### config.mk
export PLATFORM = sky130hd
export DESIGN_NAME = shadow_wp_gate
export DESIGN_NICKNAME = d
export VERILOG_FILES = /design/src/rtl/swp_pkg.sv /design/src/rtl/swp_region_sel.sv /design/src/rtl/swp_policy.sv /design/src/rtl/swp_resp_reg.sv /design/src/rtl/shadow_wp_gate.sv
export SDC_FILE = /design/constraint.sdc
export NUM_CORES = 1
export LEC_CHECK = 0
export ABC_AREA = 1
export BUFFER_PORTS_ARGS = -buffer_cell sky130_fd_sc_hd__buf_4
export CAP_MARGIN = 20
export CORE_AREA = 2 2 39 41
export DETAILED_ROUTE_END_ITERATION = 8
export DIE_AREA = 0 0 41 43
export HOLD_SLACK_MARGIN = 0.15
export PLACE_DENSITY = 0.46
export SLEW_MARGIN = 20
export SYNTH_ARGS = -nofsm -noshare
export SYNTH_HDL_FRONTEND = slang
export SYNTH_SLANG_ARGS = --single-unit
export TNS_END_PERCENT = 5
### constraint.sdc
create_clock -name clk -period 0.9 [get_ports clk]
set_clock_uncertainty 0.2 [all_clocks]
set_input_delay 0.27 -clock clk [delete_from_list [all_inputs] [get_ports clk]]
set_output_delay 0.27 -clock clk [all_outputs]
set_load 0.01 [all_outputs]
### src/rtl/swp_pkg.sv
// Shared types for the shadow RAM write-protect gate.
// Assumes a two-bit cycle kind. The spare code is treated as a read.
package swp_pkg;

    typedef enum logic [1:0] {
        CYC_READ  = 2'b00,
        CYC_WRITE = 2'b01,
        CYC_L2WB  = 2'b10,
        CYC_SPARE = 2'b11
    } cyc_kind_e;

    // Per-cycle verdict, produced combinationally and registered once.
    typedef struct packed {
        logic dram_we;
        logic cache_block;
        logic inval_req;
        logic ready;
    } gate_dec_t;

endpackage

### src/rtl/swp_region_sel.sv
// Picks the write-enable bit of the region that was hit.
// Assumes region_idx is only meaningful while shadow_hit is set. An index
// beyond REGIONS-1 is treated as writable, so that it never blocks a cycle.
module swp_region_sel #(
    parameter int REGIONS = 8,
    localparam int SEL_W  = (REGIONS > 1) ? $clog2(REGIONS) : 1
) (
    input  logic [SEL_W-1:0]   region_idx,
    input  logic [REGIONS-1:0] region_we_vec,
    output logic               region_writable
);
    logic [REGIONS-1:0] idx_match;
    logic [REGIONS-1:0] idx_we;

    // One comparator per region: decode the index and qualify it with the enable.
    for (genvar g = 0; g < REGIONS; g++) begin : g_region
        assign idx_match[g] = (region_idx == SEL_W'(g));
        assign idx_we[g]    = idx_match[g] & region_we_vec[g];
    end

    // Writable if the selected region is enabled, or if no region matches.
    always_comb begin
        region_writable = (|idx_we) | ~(|idx_match);
    end
endmodule

### src/rtl/swp_policy.sv
// Combinational policy: turns the cycle type, the protection state and the
// configuration bits into a verdict for the cycle.
// Assumes the inputs are stable in the clock where cyc_strobe is high.
module swp_policy
    import swp_pkg::*;
(
    input  logic      cyc_strobe,
    input  logic [1:0] cyc_kind,
    input  logic      cyc_from_cpu,
    input  logic      shadow_hit,
    input  logic      region_writable,
    input  logic      cfg_force_wt,
    input  logic      cfg_inval_en,
    output gate_dec_t dec,
    output logic      force_wt
);
    logic is_write;
    logic is_l2wb;
    logic protected_hit;

    // Classify the cycle and the protection state of its target.
    always_comb begin
        is_write      = (cyc_kind == CYC_WRITE);
        is_l2wb       = (cyc_kind == CYC_L2WB);
        protected_hit = shadow_hit & ~region_writable;
    end

    // Verdict. A writeback always writes, and protection blocks the other kinds.
    always_comb begin
        dec.dram_we     = cyc_strobe & (is_l2wb | (is_write & ~protected_hit));
        dec.cache_block = cyc_strobe & ~is_l2wb & protected_hit;
        dec.inval_req   = cyc_strobe & is_write & cyc_from_cpu
                          & protected_hit & cfg_inval_en;
        dec.ready       = cyc_strobe;
    end

    // Write-through request, valid in the strobe clock.
    always_comb begin
        force_wt = cyc_strobe & shadow_hit & cfg_force_wt;
    end
endmodule

### src/rtl/swp_resp_reg.sv
// Response stage: holds the verdict for the one clock after the strobe.
// Assumes a synchronous active-low reset. Every field is a one-clock pulse,
// because a new verdict or an idle verdict is loaded on every edge.
module swp_resp_reg
    import swp_pkg::*;
(
    input  logic      clk,
    input  logic      rst_n,
    input  gate_dec_t dec_d,
    output gate_dec_t dec_q
);
    // Capture the verdict, or clear it in reset.
    always_ff @(posedge clk) begin
        if (!rst_n) begin
            dec_q <= '0;
        end else begin
            dec_q <= dec_d;
        end
    end
endmodule

### src/rtl/shadow_wp_gate.sv
// Shadow RAM write-protect gate, the top level.
// Judges every memory cycle against per-region write protection. A dropped
// write still gets a ready. Assumes the address decode (shadow_hit,
// region_idx) is valid in the strobe clock.
module shadow_wp_gate
    import swp_pkg::*;
#(
    parameter int REGIONS = 8,
    localparam int SEL_W  = (REGIONS > 1) ? $clog2(REGIONS) : 1
) (
    input  logic               clk,
    input  logic               rst_n,
    input  logic               cyc_strobe,
    input  logic [1:0]         cyc_kind,
    input  logic               cyc_from_cpu,
    input  logic               shadow_hit,
    input  logic [SEL_W-1:0]   region_idx,
    input  logic [REGIONS-1:0] region_we_vec,
    input  logic               cfg_force_wt,
    input  logic               cfg_inval_en,
    output logic               dram_we,
    output logic               cache_block,
    output logic               cpu_force_wt,
    output logic               cpu_inval_n,
    output logic               cyc_ready
);
    logic      region_writable;
    gate_dec_t dec_d;
    gate_dec_t dec_q;

    swp_region_sel #(.REGIONS(REGIONS)) u_sel (
        .region_idx      (region_idx),
        .region_we_vec   (region_we_vec),
        .region_writable (region_writable)
    );

    swp_policy u_policy (
        .cyc_strobe      (cyc_strobe),
        .cyc_kind        (cyc_kind),
        .cyc_from_cpu    (cyc_from_cpu),
        .shadow_hit      (shadow_hit),
        .region_writable (region_writable),
        .cfg_force_wt    (cfg_force_wt),
        .cfg_inval_en    (cfg_inval_en),
        .dec             (dec_d),
        .force_wt        (cpu_force_wt)
    );

    swp_resp_reg u_resp (
        .clk   (clk),
        .rst_n (rst_n),
        .dec_d (dec_d),
        .dec_q (dec_q)
    );

    // Drive the ports from the registered verdict.
    always_comb begin
        dram_we     = dec_q.dram_we;
        cache_block = dec_q.cache_block;
        cyc_ready   = dec_q.ready;
        cpu_inval_n = ~dec_q.inval_req;
    end

    // Set one clock after reset, so that $past never looks at reset-time inputs.
    logic chk_armed;
    always_ff @(posedge clk) begin
        if (!rst_n) chk_armed <= 1'b0;
        else        chk_armed <= 1'b1;
    end

    a_r8_ready_follows_strobe: assert property (@(posedge clk) disable iff (!rst_n)
        chk_armed |-> (cyc_ready == $past(cyc_strobe)));

    a_r4_l2wb_always_writes: assert property (@(posedge clk) disable iff (!rst_n)
        (chk_armed && $past(cyc_strobe && cyc_kind == CYC_L2WB))
        |-> (dram_we && !cache_block));

    a_r2_protected_write_blocked: assert property (@(posedge clk) disable iff (!rst_n)
        (chk_armed && $past(cyc_strobe && cyc_kind == CYC_WRITE && shadow_hit
                            && !region_we_vec[region_idx]))
        |-> (!dram_we && cache_block));

    a_r9_unshadowed_passes: assert property (@(posedge clk) disable iff (!rst_n)
        (chk_armed && $past(cyc_strobe && !shadow_hit))
        |-> (!cache_block && cpu_inval_n
             && dram_we == $past(cyc_kind == CYC_WRITE || cyc_kind == CYC_L2WB)));

    a_r6_inval_only_when_due: assert property (@(posedge clk) disable iff (!rst_n)
        (chk_armed && !cpu_inval_n)
        |-> $past(cyc_strobe && cyc_kind == CYC_WRITE && cyc_from_cpu && shadow_hit
                  && !region_we_vec[region_idx] && cfg_inval_en));
endmodule

==> flow_summary.rst, run 1 <==
.. list-table::
   :header-rows: 1

   * - Metric
     - Value
   * - Fraction of layout instances using a drive strength above 1
     - between 50% and 60%
   * - Primary FF master, synth
     - sky130_fd_sc_hd__dfxtp_1
   * - Number of antenna-violating nets in the routed design
     - 0
   * - Floorplan core area
     - around 1400 µm²
   * - Critical Path Max Stage Delay
     - between 0.2 and 0.3 ns
   * - Internal power consumption
     - 423 µW
   * - Register containing the most flip-flops in the final layout
     - u_resp.dec_q
   * - Total inserted antenna cells
     - 0
   * - Switching Fraction
     - 23.1%
   * - Library cell contributing the largest single delay on the critical path
     - sky130_fd_sc_hd__dfxtp_1
   * - Clock tree from TritonCTS
     - yes
   * - Root Buffer
     - sky130_fd_sc_hd__clkbuf_4
   * - Net load switching power
     - about 130 µW
   * - Share of flip-flops with an asynchronous set or reset
     - 0%
   * - Grt total ovfl
     - 0
   * - Number of enable-type register cells in the synthesized netlist
     - 0
   * - DRT iter0 DRCs
     - 3
   * - Critical path class
     - flip-flop to primary output
   * - List of most frequent post-synthesis cells
     - 9 x sky130_fd_sc_hd__nand2_1, 5 x sky130_fd_sc_hd__inv_1, 5 x sky130_fd_sc_hd__nand3_1, 4 x sky130_fd_sc_hd__dfxtp_1, 4 x sky130_fd_sc_hd__nor2_1
   * - Hold Fails Final Rpt
     - 0
   * - Initial Util
     - 16.3%
   * - Kind of capture point of the worst setup path
     - primary output
   * - Total Routed Length
     - ~600 µm
   * - Power, Total
     - roughly 550 µW
   * - Most repeated cell in the gate-level netlist after synthesis
     - sky130_fd_sc_hd__nand2_1
   * - Final routed DRC violation total
     - 0
   * - Final setup margin
     - -0.245 ns
   * - Power Density
     - ~1100 nW/µm²
   * - Number of buffers on the longest clock path
     - 2
   * - Routed length per placed instance
     - approximately 7.6 µm
   * - Setup TNS Final
     - -1.16 ns
   * - Depth of the CTS H-tree
     - 1
   * - Core occupancy in the finished layout
     - a little over a third
   * - Worst hold slack
     - around 0.09 ns
   * - Count of input and output buffers
     - 24
   * - Area Overhead vs Synth
     - 114%
   * - Initial antenna violation count
     - 0
   * - Pin count of the biggest net entering global routing
     - 6
   * - Max transition margin
     - between 80% and 90%
   * - Site Rows
     - 14
   * - Flip-flop count of the largest register, all copies and words added
     - 4
   * - Via count
     - around 310
   * - Post-Syn Area per Cell
     - 6.43 µm²
   * - Slew at the pin closest to its max-slew limit
     - about 0.17 ns
   * - Leakage power figure
     - 0.000256 µW
   * - Part of the total power dissipated in sequential elements
     - about a third
   * - Setup Viol. Count Final
     - 6
   * - Sink Count
     - 4
   * - Top Ports
     - 25
   * - Failing checks
     - setup timing
   * - Number of cells in the finished layout apart from fillers
     - 79
   * - Number of synthesized register bits
     - 4
   * - Largest fanout of any net on the critical path
     - 1
   * - Placer's final routability congestion estimate
     - 0.646
   * - Clock slew seen by the registers of the worst setup and hold paths
     - about 0.040 ns
   * - Cell types with the largest area share after synthesis
     - sky130_fd_sc_hd__dfxtp_1 36%, sky130_fd_sc_hd__nand2_1 15%, sky130_fd_sc_hd__nand3_1 11%
   * - Global-route total usage across every layer
     - 8.12%
   * - Library cell with the largest summed area after synthesis
     - sky130_fd_sc_hd__dfxtp_1
   * - Proportion of netlist area held by the largest area contributor
     - between 30% and 40%
   * - Per-cell via count in the routed design
     - roughly 3.9
   * - Die height
     - between 40 and 50 µm
   * - Achievable Freq
     - 874 MHz
   * - Total setup buffers inserted after CTS
     - 0
   * - Area of the die
     - 1760 µm²
   * - Net count of the finished layout
     - 85
   * - Dpl hpwl
     - 510 µm
   * - Worst min-delay path category
     - primary input to flip-flop
   * - Number of instances in the synthesized netlist
     - 35
   * - First-pass GRT wire length
     - between 900 and 1000 µm
   * - Portion of total power attributed to the clock network
     - about two fifths
   * - # Max-Cap Violations
     - 0
   * - Max VDD drop
     - between 0.2 and 0.3 mV
   * - Clock buffer count from CTS
     - 3
   * - Unrepaired setup endpoints after global routing
     - yes
   * - Number of global-route vias before repair
     - about 270
   * - Endpoint required time on the critical path
     - 0.43 ns
   * - Crit path time final
     - between 1 and 1.5 ns
   * - Data arrival time of the critical path
     - around 0.67 ns
   * - Register area share after synthesis
     - between 30% and 40%
   * - DRT Pass-1 Iters
     - 4
   * - Synthesized Nets
     - 55
   * - Crit-path cells
     - inv_1, buf_6
   * - Count of warnings emitted by yosys
     - 0
   * - Max Transition Viols Final
     - 0
   * - Part of the total power dissipated in combinational logic
     - 25.5%
   * - Count of cells along the worst hold path
     - 3
   * - DIE WIDTH
     - about 41 µm
   * - Fin crit share
     - 127%
   * - Largest regs
     - u_resp.dec_q: 4 flops
   * - Startpoint kind of the worst setup timing path
     - flip-flop
   * - Netlist cell types
     - 11
   * - # placed instances
     - 76
   * - Run status
     - finished, violations left
   * - Summed instance area of the synthesized netlist
     - 225 µm²
metal layers:
metal | vias up | global-route usage, % | wire [µm]
met5 | - | 0 | 0
met2 | 20 | 12.2 | 272
met3 | 2 | 1.57 | 77
li1 | 167 | - | -
met1 | 123 | 8.63 | 238
met4 | 0 | 8.00 | 10
final cells by class:
class	instances	area [µm²]
inverter	6	22.5
fill	148	901
multi-input combinational	25	128
tap	16	20.0
sequential	4	83.8
clock buffer	3	22.5
timing repair buffer	25	206
power by group through the flow:
stage	clock [µW]	combinational (µW)	sequential, µW
floorplan	0	42.7	191
finish	222	141	188
detailed placement	0	135	188
CTS	231	142	187
global placement	0	135	188
global route	239	157	188
logic make-up (layout without fill, tap and decap cells):
group | Yosys count | count (layout) | share of synthesized area [%]
compound gates | 1 | 1 | 2.22
simple gates | 24 | 24 | 52.2
flops | 4 | 4 | 35.6
buf+inv | 6 | 34 | 10.0
critical path, delay by kind of cell (launching register included):
| kind | cells | cell delay [ns] |
|---|---|---|
| flops | 1 | 0.29 |
| buf+inv | 2 | 0.15 |
cell usage in the layout, fill, tap and decap left out, types with 2 or more instances in the layout:
cell type	synthesis	routed
sky130_fd_sc_hd__nor2_1	4	4
sky130_fd_sc_hd__clkbuf_4	0	3
sky130_fd_sc_hd__buf_4	0	20
sky130_fd_sc_hd__dfxtp_2	0	3
sky130_fd_sc_hd__inv_1	5	5
sky130_fd_sc_hd__buf_6	0	5
sky130_fd_sc_hd__nor3_1	2	2
sky130_fd_sc_hd__nand3_1	5	5
sky130_fd_sc_hd__nand3_2	2	2
sky130_fd_sc_hd__nand2_1	9	9
through the flow:
step,area [µm²],setup slack [ns]
4_1_cts,479,-0.254
6_report,483,-0.245
2_1_floorplan,225,-0.0963
3_3_place_gp,433,-0.275
3_5_place_dp,433,-0.278
5_1_grt,483,-0.274
final timing paths:
path | start | end
max | u_resp.dec_q[1] | cpu_inval_n
min | rst_n | u_resp.dec_q[0]
timing repair:
item / in CTS / in global routing
resized for setup: 6 / 3
pin swaps: 0 / 0
endpoints found under the hold margin: 3 / 2
setup endpoints to repair: 6 / 8
No activity file was read; power rests on OpenSTA's default activity.
==> inputs of run 2 (changes only) <==
ABC_AREA = not set   (was 1)
PLACE_DENSITY = 0.47   (was 0.46)
==> run 2 against run 1 <==
- the flow still finishes with violations (setup timing)
- non-clock buffer count is the same
- die area is the same
- critical path depth is the same
- total power grew 5.7%
- largest power group unchanged
- design area grew 7.8%
- area after synthesis grew 3.3%
- largest cell class unchanged
- first-iteration DRC count grew 130%
- maximum frequency shrank 1.4%
- worst setup slack lost 0.017 ns
- routed wire length grew 41%
- clock-buffer cell count is the same
- synthesized cell count shrank 29%
==> flow_summary.rst, run 2 <==
.. list-table::
   :header-rows: 1

   * - Metric
     - Value
   * - Count of input and output buffers
     - 24 (unchanged)
   * - Launching element of the worst setup path
     - u_resp.dec_q[1] (unchanged)
   * - # Max-Cap Violations
     - 0 (unchanged)
   * - Leakage power figure
     - 0.000245 µW (was 0.000256 µW)
   * - DRT Pass-1 Iters
     - 4 (unchanged)
   * - Routed length per placed instance
     - 12.4 µm (was 7.57 µm)
   * - Failing checks
     - setup timing (unchanged)
   * - Placer's final routability congestion estimate
     - 0.643 (was 0.646)
   * - Fraction of layout instances using a drive strength above 1
     - 75.0% (was 55.6%)
   * - Proportion of netlist area held by the largest area contributor
     - 34.4% (was 35.6%)
   * - Synthesized Nets
     - 45 (was 55)
   * - Register containing the most flip-flops in the final layout
     - u_resp.dec_q (unchanged)
   * - Number of instances in the synthesized netlist
     - 25 (was 35)
   * - Dpl hpwl
     - 628 µm (was 510 µm)
   * - Startpoint kind of the worst setup timing path
     - flip-flop (unchanged)
   * - Critical path destination
     - cpu_inval_n (unchanged)
   * - Cell area after layout
     - 520 µm² (was 483 µm²)
   * - Pin count of the biggest net entering global routing
     - 5 (was 6)
   * - Total of fill cells in the finished design
     - 144 (was 148)
   * - Endpoint required time on the critical path
     - 0.43 ns (about the same)
   * - Hold Fails Final Rpt
     - 0 (unchanged)
   * - Register area share after synthesis
     - 34.4% (was 35.6%)
   * - Netlist cell types
     - 15 (was 11)
   * - Power Density
     - 1120 nW/µm² (was 1140 nW/µm²)
   * - Depth of the CTS H-tree
     - 1 (unchanged)
   * - Fin crit share
     - 129% (was 127%)
   * - Largest regs
     - u_resp.dec_q: 4 flops (unchanged)
   * - Portion of total power attributed to the clock network
     - 39.2% (was 40.4%)
   * - Floorplan core area
     - 1380 µm² (unchanged)
   * - Max transition margin
     - 84.8% (was 88.3%)
   * - Share of flip-flops with an asynchronous set or reset
     - 0% (unchanged)
   * - Library cell with the largest summed area after synthesis
     - sky130_fd_sc_hd__dfxtp_1 (unchanged)
   * - Kind of capture point of the worst setup path
     - primary output (unchanged)
   * - Leading cell type in the layout, fill and taps excluded
     - sky130_fd_sc_hd__buf_4 (unchanged)
   * - Clock tree from TritonCTS
     - yes (unchanged)
   * - Cell area after placement
     - 435 µm² (was 433 µm²)
   * - Switching Fraction
     - 23.9% (was 23.1%)
   * - Flip-flop count of the largest register, all copies and words added
     - 4 (unchanged)
   * - Clock buffer count from CTS
     - 3 (unchanged)
   * - First-pass GRT wire length
     - 1240 µm (was 931 µm)
   * - Crit path time final
     - 1.16 ns (was 1.14 ns)
   * - Critical path class
     - flip-flop to primary output (unchanged)
   * - Number of antenna-violating nets in the routed design
     - 0 (unchanged)
   * - Slew at the pin closest to its max-slew limit
     - 0.225 ns (was 0.175 ns)
   * - Total Routed Length
     - 845 µm (was 598 µm)
   * - Area of the die
     - 1760 µm² (unchanged)
   * - Worst min-delay path category
     - primary input to flip-flop (unchanged)
   * - Unrepaired setup endpoints after global routing
     - yes (unchanged)
   * - Setup Viol. Count Final
     - 8 (was 6)
   * - Sequential cell area
     - 85.1 µm² (was 83.8 µm²)
   * - Net load switching power
     - 139 µW (was 127 µW)
   * - Number of global-route vias before repair
     - 315 (was 267)
   * - Die height
     - 43 µm (unchanged)
   * - Initial antenna violation count
     - 0 (unchanged)
   * - Net count of the finished layout
     - 74 (was 85)
   * - Data arrival time of the critical path
     - 0.69 ns (was 0.67 ns)
   * - Setup slack after placement
     - -0.518 ns (was -0.278 ns)
   * - DIE WIDTH
     - 41 µm (unchanged)
   * - DRT iter0 DRCs
     - 7 (was 3)
   * - List of most frequent post-synthesis cells
     - 4 x sky130_fd_sc_hd__dfxtp_1, 4 x sky130_fd_sc_hd__mux2i_1 (was 9 x sky130_fd_sc_hd__nand2_1, 5 x sky130_fd_sc_hd__inv_1, 5 x sky130_fd_sc_hd__nand3_1, 4 x sky130_fd_sc_hd__dfxtp_1, 4 x sky130_fd_sc_hd__nor2_1)
   * - Per-cell via count in the routed design
     - 4.47 (was 3.95)
   * - Total setup buffers inserted after CTS
     - 0 (unchanged)
   * - Achievable Freq
     - 861 MHz (was 874 MHz)
   * - Top Ports
     - 25 (unchanged)
   * - Summed instance area of the synthesized netlist
     - 233 µm² (was 225 µm²)
   * - Number of enable-type register cells in the synthesized netlist
     - 0 (unchanged)
   * - Internal power consumption
     - 443 µW (was 423 µW)
   * - Number of synthesized register bits
     - 4 (unchanged)
   * - Largest fanout of any net on the critical path
     - 1 (unchanged)
   * - Clock slew seen by the registers of the worst setup and hold paths
     - 0.04 ns (about the same)
   * - Final routed DRC violation total
     - 0 (unchanged)
   * - Cell types with the largest area share after synthesis
     - sky130_fd_sc_hd__dfxtp_1 34%, sky130_fd_sc_hd__mux2i_1 17%, sky130_fd_sc_hd__o221ai_2 6.5% (was sky130_fd_sc_hd__dfxtp_1 36%, sky130_fd_sc_hd__nand2_1 15%, sky130_fd_sc_hd__nand3_1 11%)
   * - Sink Count
     - 4 (unchanged)
   * - Final setup margin
     - -0.261 ns (was -0.245 ns)
   * - Max Transition Viols Final
     - 0 (unchanged)
   * - Run status
     - finished, violations left (unchanged)
   * - Count of warnings emitted by yosys
     - 0 (unchanged)
   * - Root Buffer
     - sky130_fd_sc_hd__clkbuf_4 (unchanged)
   * - Site Rows
     - 14 (unchanged)
   * - Primary FF master, synth
     - sky130_fd_sc_hd__dfxtp_1 (unchanged)
   * - Grt total ovfl
     - 0 (unchanged)
   * - Number of buffers on the longest clock path
     - 2 (unchanged)
   * - Post-Syn Area per Cell
     - 9.31 µm² (was 6.43 µm²)
   * - Initial Util
     - 16.8% (was 16.3%)
   * - Part of the total power dissipated in sequential elements
     - 32.4% (was 34.1%)
   * - Area taken by multi-input logic gates
     - 164 µm² (was 128 µm²)
   * - Area Overhead vs Synth
     - 124% (was 114%)
   * - Max VDD drop
     - 0.551 mV (was 0.263 mV)
   * - Total inserted antenna cells
     - 0 (unchanged)
   * - Part of the total power dissipated in combinational logic
     - 28.4% (was 25.5%)
   * - Via count
     - 304 (was 312)
   * - Most frequent cells in the layout
     - 16 x sky130_fd_sc_hd__buf_4, 9 x sky130_fd_sc_hd__buf_6, 4 x sky130_fd_sc_hd__dfxtp_2, 3 x sky130_fd_sc_hd__mux2i_1, 3 x sky130_fd_sc_hd__clkbuf_4 (was 20 x sky130_fd_sc_hd__buf_4, 9 x sky130_fd_sc_hd__nand2_1, 5 x sky130_fd_sc_hd__inv_1, 5 x sky130_fd_sc_hd__nand3_1, 5 x sky130_fd_sc_hd__buf_6)
   * - Global-route total usage across every layer
     - 10.7% (was 8.12%)
-- run 2: cell types whose count changed in the layout (fill, tap and decap cells not counted), moves of 4 or more --
| cell | before | now |
|---|---|---|
| sky130_fd_sc_hd__inv_1 | 5 | 1 |
| sky130_fd_sc_hd__nand3_1 | 5 | 0 |
| sky130_fd_sc_hd__buf_4 | 20 | 16 |
| sky130_fd_sc_hd__nand2_1 | 9 | 2 |
| sky130_fd_sc_hd__buf_6 | 5 | 9 |
| sky130_fd_sc_hd__nor2_1 | 4 | 0 |
-- run 2: how the worst min path moves through the flow --
stage / startpoint / to / slack, ns / cells after the start
2_1_floorplan: cyc_strobe / u_resp.dec_q[0] / 0.22 / 2
3_5_place_dp: rst_n / u_resp.dec_q[0] / 0.34 / 3
5_1_grt: shadow_hit / u_resp.dec_q[2] / 0.13 / 3
4_1_cts: cyc_strobe / u_resp.dec_q[0] / 0.09 / 3
6_report: shadow_hit / u_resp.dec_q[2] / 0.11 / 3
3_3_place_gp: rst_n / u_resp.dec_q[0] / 0.35 / 3
-- run 2: layer usage --
metal,vias up,share of wire (%),routed length (µm),track usage [%]
met4,0,0.83,7,6.00
met5,-,0,0,0
met1,128,37,310,10.3
met2,27,46,385,17.2
met3,2,17,142,5.76
li1,147,-,-,-
-- run 2: cell type report --
| type | count | area share [%] |
|---|---|---|
| Clock buffer | 3 | 4.33 |
| Inverter | 2 | 1.44 |
| Multi-Input combinational cell | 18 | 31.5 |
| Sequential cell | 4 | 16.3 |
| Tap cell | 16 | 3.85 |
| Timing Repair Buffer | 25 | 42.5 |
-- run 2: repair_timing --
| action | in CTS | in global routing |
|---|---|---|
| endpoints found under the setup margin | 8 | 8 |
| pin swaps | 4 | 1 |
| gates resized for setup | 12 | 7 |
| hold endpoints to repair | 4 | 3 |
-- run 2: stage by stage --
step / hold slack, ns / util [%] / setup TNS [ns] / cells / power (µW)
global route: 0.131 / 37.6 / -1.94 / 68 / 620
CTS: 0.0949 / 36.2 / -1.69 / 68 / 584
global placement: 0.345 / 31.5 / -1.65 / 65 / 331
detailed placement: 0.338 / 31.5 / -1.63 / 65 / 331
finish: 0.108 / 37.6 / -1.65 / 68 / 582
floorplan: 0.217 / - / -1.17 / 25 / 244
-- run 2: cells by family after synthesis --
logic type | after synthesis | share of synthesized area [%]
buf+inv | 3 | 5.38
xor+xnor | 1 | 3.76
compound gates | 3 | 13.4
mux | 4 | 17.2
simple gates | 10 | 25.8
flops | 4 | 34.4
-- run 2: power groups by stage --
stage / Clock (µW) / Sequential [µW] / Combinational, µW
floorplan: 0 / 192 / 51.3
global placement: 0 / 189 / 142
detailed placement: 0 / 189 / 142
CTS: 239 / 188 / 158
global route: 250 / 189 / 181
finish: 228 / 189 / 165
-- run 2: critical path: stages, from the launching register on --
cell,delay (ns)
sky130_fd_sc_hd__dfxtp_2,0.32
sky130_fd_sc_hd__inv_2,0.03
sky130_fd_sc_hd__buf_6,0.10
==> inputs of run 3 (changes only) <==
CELL_PAD_IN_SITES_DETAIL_PLACEMENT = 0   (was not set)
CELL_PAD_IN_SITES_GLOBAL_PLACEMENT = 1   (was not set)
CORE_AREA = not set   (was 2 2 39 41)
CORE_MARGIN = 1   (was not set)
CORE_UTILIZATION = 17   (was not set)
DIE_AREA = not set   (was 0 0 41 43)
PLACE_DENSITY = 0.65   (was 0.47)
==> run 3 against run 2 <==
- the run still ends with setup timing left
- flip-flop and latch count is the same
- sequential share of layout area is the same
- total power shrank 2.3%
- via count shrank 6.3%
- maximum frequency grew 1.7%
- non-clock buffer count is the same
- die area shrank 14%
- critical endpoint unchanged
- largest power group unchanged
- highest routed layer is now met3
==> flow_summary.rst, run 3 (same netlist as run 2, synthesis figures left out) <==
.. list-table::
   :header-rows: 1

   * - Metric
     - Value
   * - Max VDD drop
     - 0.285 mV (was 0.551 mV)
   * - Startpoint kind of the worst setup timing path
     - flip-flop (unchanged)
   * - Run status
     - finished, violations left (unchanged)
   * - Flip-flop count of the largest register, all copies and words added
     - 4 (unchanged)
   * - Power Density
     - 1090 nW/µm² (was 1120 nW/µm²)
   * - # Max-Cap Violations
     - 0 (unchanged)
   * - Routed length per placed instance
     - 10.8 µm (was 12.4 µm)
   * - Failing checks
     - setup timing (unchanged)
   * - Pin count of the biggest net entering global routing
     - 5 (unchanged)
   * - Count of input and output buffers
     - 24 (unchanged)
   * - Core occupancy in the finished layout
     - 43.9% (was 37.6%)
   * - Total of fill cells in the finished design
     - 130 (was 144)
   * - Max transition margin
     - 82.6% (was 84.8%)
   * - Number of antenna-violating nets in the routed design
     - 0 (unchanged)
   * - Sink Count
     - 4 (unchanged)
   * - Number of buffers on the longest clock path
     - 2 (unchanged)
   * - Final setup margin
     - -0.242 ns (was -0.261 ns)
   * - Final routed DRC violation total
     - 0 (unchanged)
   * - Library cell contributing the largest single delay on the critical path
     - sky130_fd_sc_hd__dfxtp_2 (unchanged)
   * - Global-route total usage across every layer
     - 12.5% (was 10.7%)
   * - Leakage power figure
     - 0.000240 µW (was 0.000245 µW)
   * - Top Ports
     - 25 (unchanged)
   * - Internal power consumption
     - 445 µW (was 443 µW)
   * - Setup TNS Final
     - -1.72 ns (was -1.65 ns)
   * - Die height
     - 39 µm (was 43 µm)
   * - Net load switching power
     - 123 µW (was 139 µW)
   * - Clock tree from TritonCTS
     - yes (unchanged)
   * - Achievable Freq
     - 876 MHz (was 861 MHz)
   * - Via count
     - 285 (was 304)
   * - Depth of the CTS H-tree
     - 1 (unchanged)
   * - Leading cell type in the layout, fill and taps excluded
     - sky130_fd_sc_hd__buf_4 (unchanged)
   * - Setup Viol. Count Final
     - 8 (unchanged)
   * - Max Transition Viols Final
     - 0 (unchanged)
   * - Sequential cell area
     - 85.1 µm² (unchanged)
   * - Power, Total
     - 569 µW (was 582 µW)
   * - Clock buffer count from CTS
     - 3 (unchanged)
   * - Fraction of layout instances using a drive strength above 1
     - 76.9% (was 75.0%)
   * - Grt total ovfl
     - 0 (unchanged)
   * - Worst hold slack
     - 0.104 ns (was 0.108 ns)
   * - DIE WIDTH
     - 39 µm (was 41 µm)
   * - Critical path class
     - flip-flop to primary output (unchanged)
   * - Portion of total power attributed to the clock network
     - 36.9% (was 39.2%)
   * - DRT Pass-1 Iters
     - 4 (unchanged)
   * - Register containing the most flip-flops in the final layout
     - u_resp.dec_q (unchanged)
   * - Total Routed Length
     - 714 µm (was 845 µm)
   * - Initial antenna violation count
     - 0 (unchanged)
   * - Initial Util
     - 19.6% (was 16.8%)
   * - Total inserted antenna cells
     - 0 (unchanged)
   * - Number of global-route vias before repair
     - 317 (was 315)
   * - Cell family contributing the most delay on the critical path
     - flip-flops (unchanged)
   * - Largest regs
     - u_resp.dec_q: 4 flops (unchanged)
   * - DRT iter0 DRCs
     - 5 (was 7)
   * - Critical Path Max Stage Delay
     - 0.31 ns (was 0.32 ns)
   * - Total setup buffers inserted after CTS
     - 0 (unchanged)
   * - Area of the die
     - 1520 µm² (was 1760 µm²)
   * - Crit-path cells
     - inv_2, buf_6 (unchanged)
   * - Root Buffer
     - sky130_fd_sc_hd__clkbuf_4 (unchanged)
   * - Worst min-delay path category
     - primary input to flip-flop (unchanged)
   * - Count of cells along the worst hold path
     - 3 (unchanged)
   * - Hold worst-path end
     - u_resp.dec_q[0] (was u_resp.dec_q[2])
   * - Fin crit share
     - 127% (was 129%)
   * - Part of the total power dissipated in sequential elements
     - 33.2% (was 32.4%)
   * - Switching Fraction
     - 21.7% (was 23.9%)
   * - Area Overhead vs Synth
     - 124% (unchanged)
   * - Slew at the pin closest to its max-slew limit
     - 0.258 ns (was 0.225 ns)
   * - Worst path bufs/invs
     - 2 (unchanged)
   * - Data arrival time of the critical path
     - 0.67 ns (was 0.69 ns)
   * - Placer's final routability congestion estimate
     - 0.687 (was 0.643)
   * - Part of the total power dissipated in combinational logic
     - 29.9% (was 28.4%)
   * - Hold Crit Start
     - rst_n (was shadow_hit)
   * - Floorplan core area
     - 1190 µm² (was 1380 µm²)
   * - Unrepaired setup endpoints after global routing
     - yes (unchanged)
   * - Net count of the finished layout
     - 74 (unchanged)
   * - Endpoint required time on the critical path
     - 0.43 ns (about the same)
   * - Area taken by multi-input logic gates
     - 174 µm² (was 164 µm²)
   * - Clock slew seen by the registers of the worst setup and hold paths
     - 0.04 ns (about the same)
   * - Per-cell via count in the routed design
     - 4.32 (was 4.47)
   * - First-pass GRT wire length
     - 1240 µm (unchanged)
   * - Crit path time final
     - 1.14 ns (was 1.16 ns)
   * - Most frequent cells in the layout
     - 19 x sky130_fd_sc_hd__buf_4, 5 x sky130_fd_sc_hd__buf_6, 4 x sky130_fd_sc_hd__dfxtp_2, 3 x sky130_fd_sc_hd__clkbuf_4 (was 16 x sky130_fd_sc_hd__buf_4, 9 x sky130_fd_sc_hd__buf_6, 4 x sky130_fd_sc_hd__dfxtp_2, 3 x sky130_fd_sc_hd__mux2i_1, 3 x sky130_fd_sc_hd__clkbuf_4)
   * - Kind of capture point of the worst setup path
     - primary output (unchanged)
   * - Largest fanout of any net on the critical path
     - 1 (unchanged)
   * - Site Rows
     - 12 (was 14)
   * - Hold Fails Final Rpt
     - 0 (unchanged)
==> run 3: worst min-delay path, cell delays in order <==
cell and delay, ns:
sky130_fd_sc_hd__buf_4 0.07, sky130_fd_sc_hd__nand2_1 0.07, sky130_fd_sc_hd__inv_1 0.07
==> run 3: what timing repair did <==
action                                  4_1_cts  5_1_grt
hold endpoints to repair                      2        2
pin swaps                                     2        1
endpoints found under the setup margin        8        8
gates resized for setup                      10        9
==> run 3: how the worst max path moves through the flow <==
| stage | from | end | slack, ns | cells past startpoint |
|---|---|---|---|---|
| 5_1_grt | u_resp.dec_q[1] | cpu_inval_n | -0.27 | 2 |
| 3_5_place_dp | region_idx[0] | u_resp.dec_q[2] | -0.49 | 4 |
| 3_3_place_gp | region_idx[0] | u_resp.dec_q[3] | -0.47 | 4 |
| 4_1_cts | u_resp.dec_q[1] | cpu_inval_n | -0.26 | 2 |
| 2_1_floorplan | region_idx[0] | u_resp.dec_q[3] | -0.43 | 4 |
| 6_report | u_resp.dec_q[1] | cpu_inval_n | -0.24 | 2 |
==> run 3: stage by stage <==
| step | std cells | cell area [µm²] | worst slack, ns |
|---|---|---|---|
| 6_report | 66 | 520 | -0.242 |
| 5_1_grt | 66 | 520 | -0.272 |
| 4_1_cts | 66 | 490 | -0.259 |
| 3_5_place_dp | 63 | 433 | -0.489 |
| 3_3_place_gp | 63 | 433 | -0.474 |
| 2_1_floorplan | 25 | 241 | -0.427 |
==> run 3: layout make-up <==
| class | count | area share [%] |
|---|---|---|
| multi-input cells | 18 | 33.4 |
| flip-flops and latches | 4 | 16.3 |
| well taps | 14 | 3.37 |
| inverters | 2 | 1.44 |
| clock buffers | 3 | 4.33 |
| repair buffers | 25 | 41.1 |
==> run 3: power by group through the flow <==
stage                     sequential [µW]  combinational, µW  clock [µW]
final                                 189                170         210
after global routing                  189                184         239
after CTS                             188                152         217
after detailed placement              189                140           0
after global placement                189                137           0
after floorplan                       192               51.3           0
==> run 3: routing by layer <==
metal / global-route usage (%) / wire length (µm) / vias up
met5: 0 / 0 / -
met4: 7.76 / 0 / 0
met3: 3.47 / 14 / 0
li1: - / - / 146
met2: 24.6 / 450 / 5
met1: 10.6 / 250 / 134
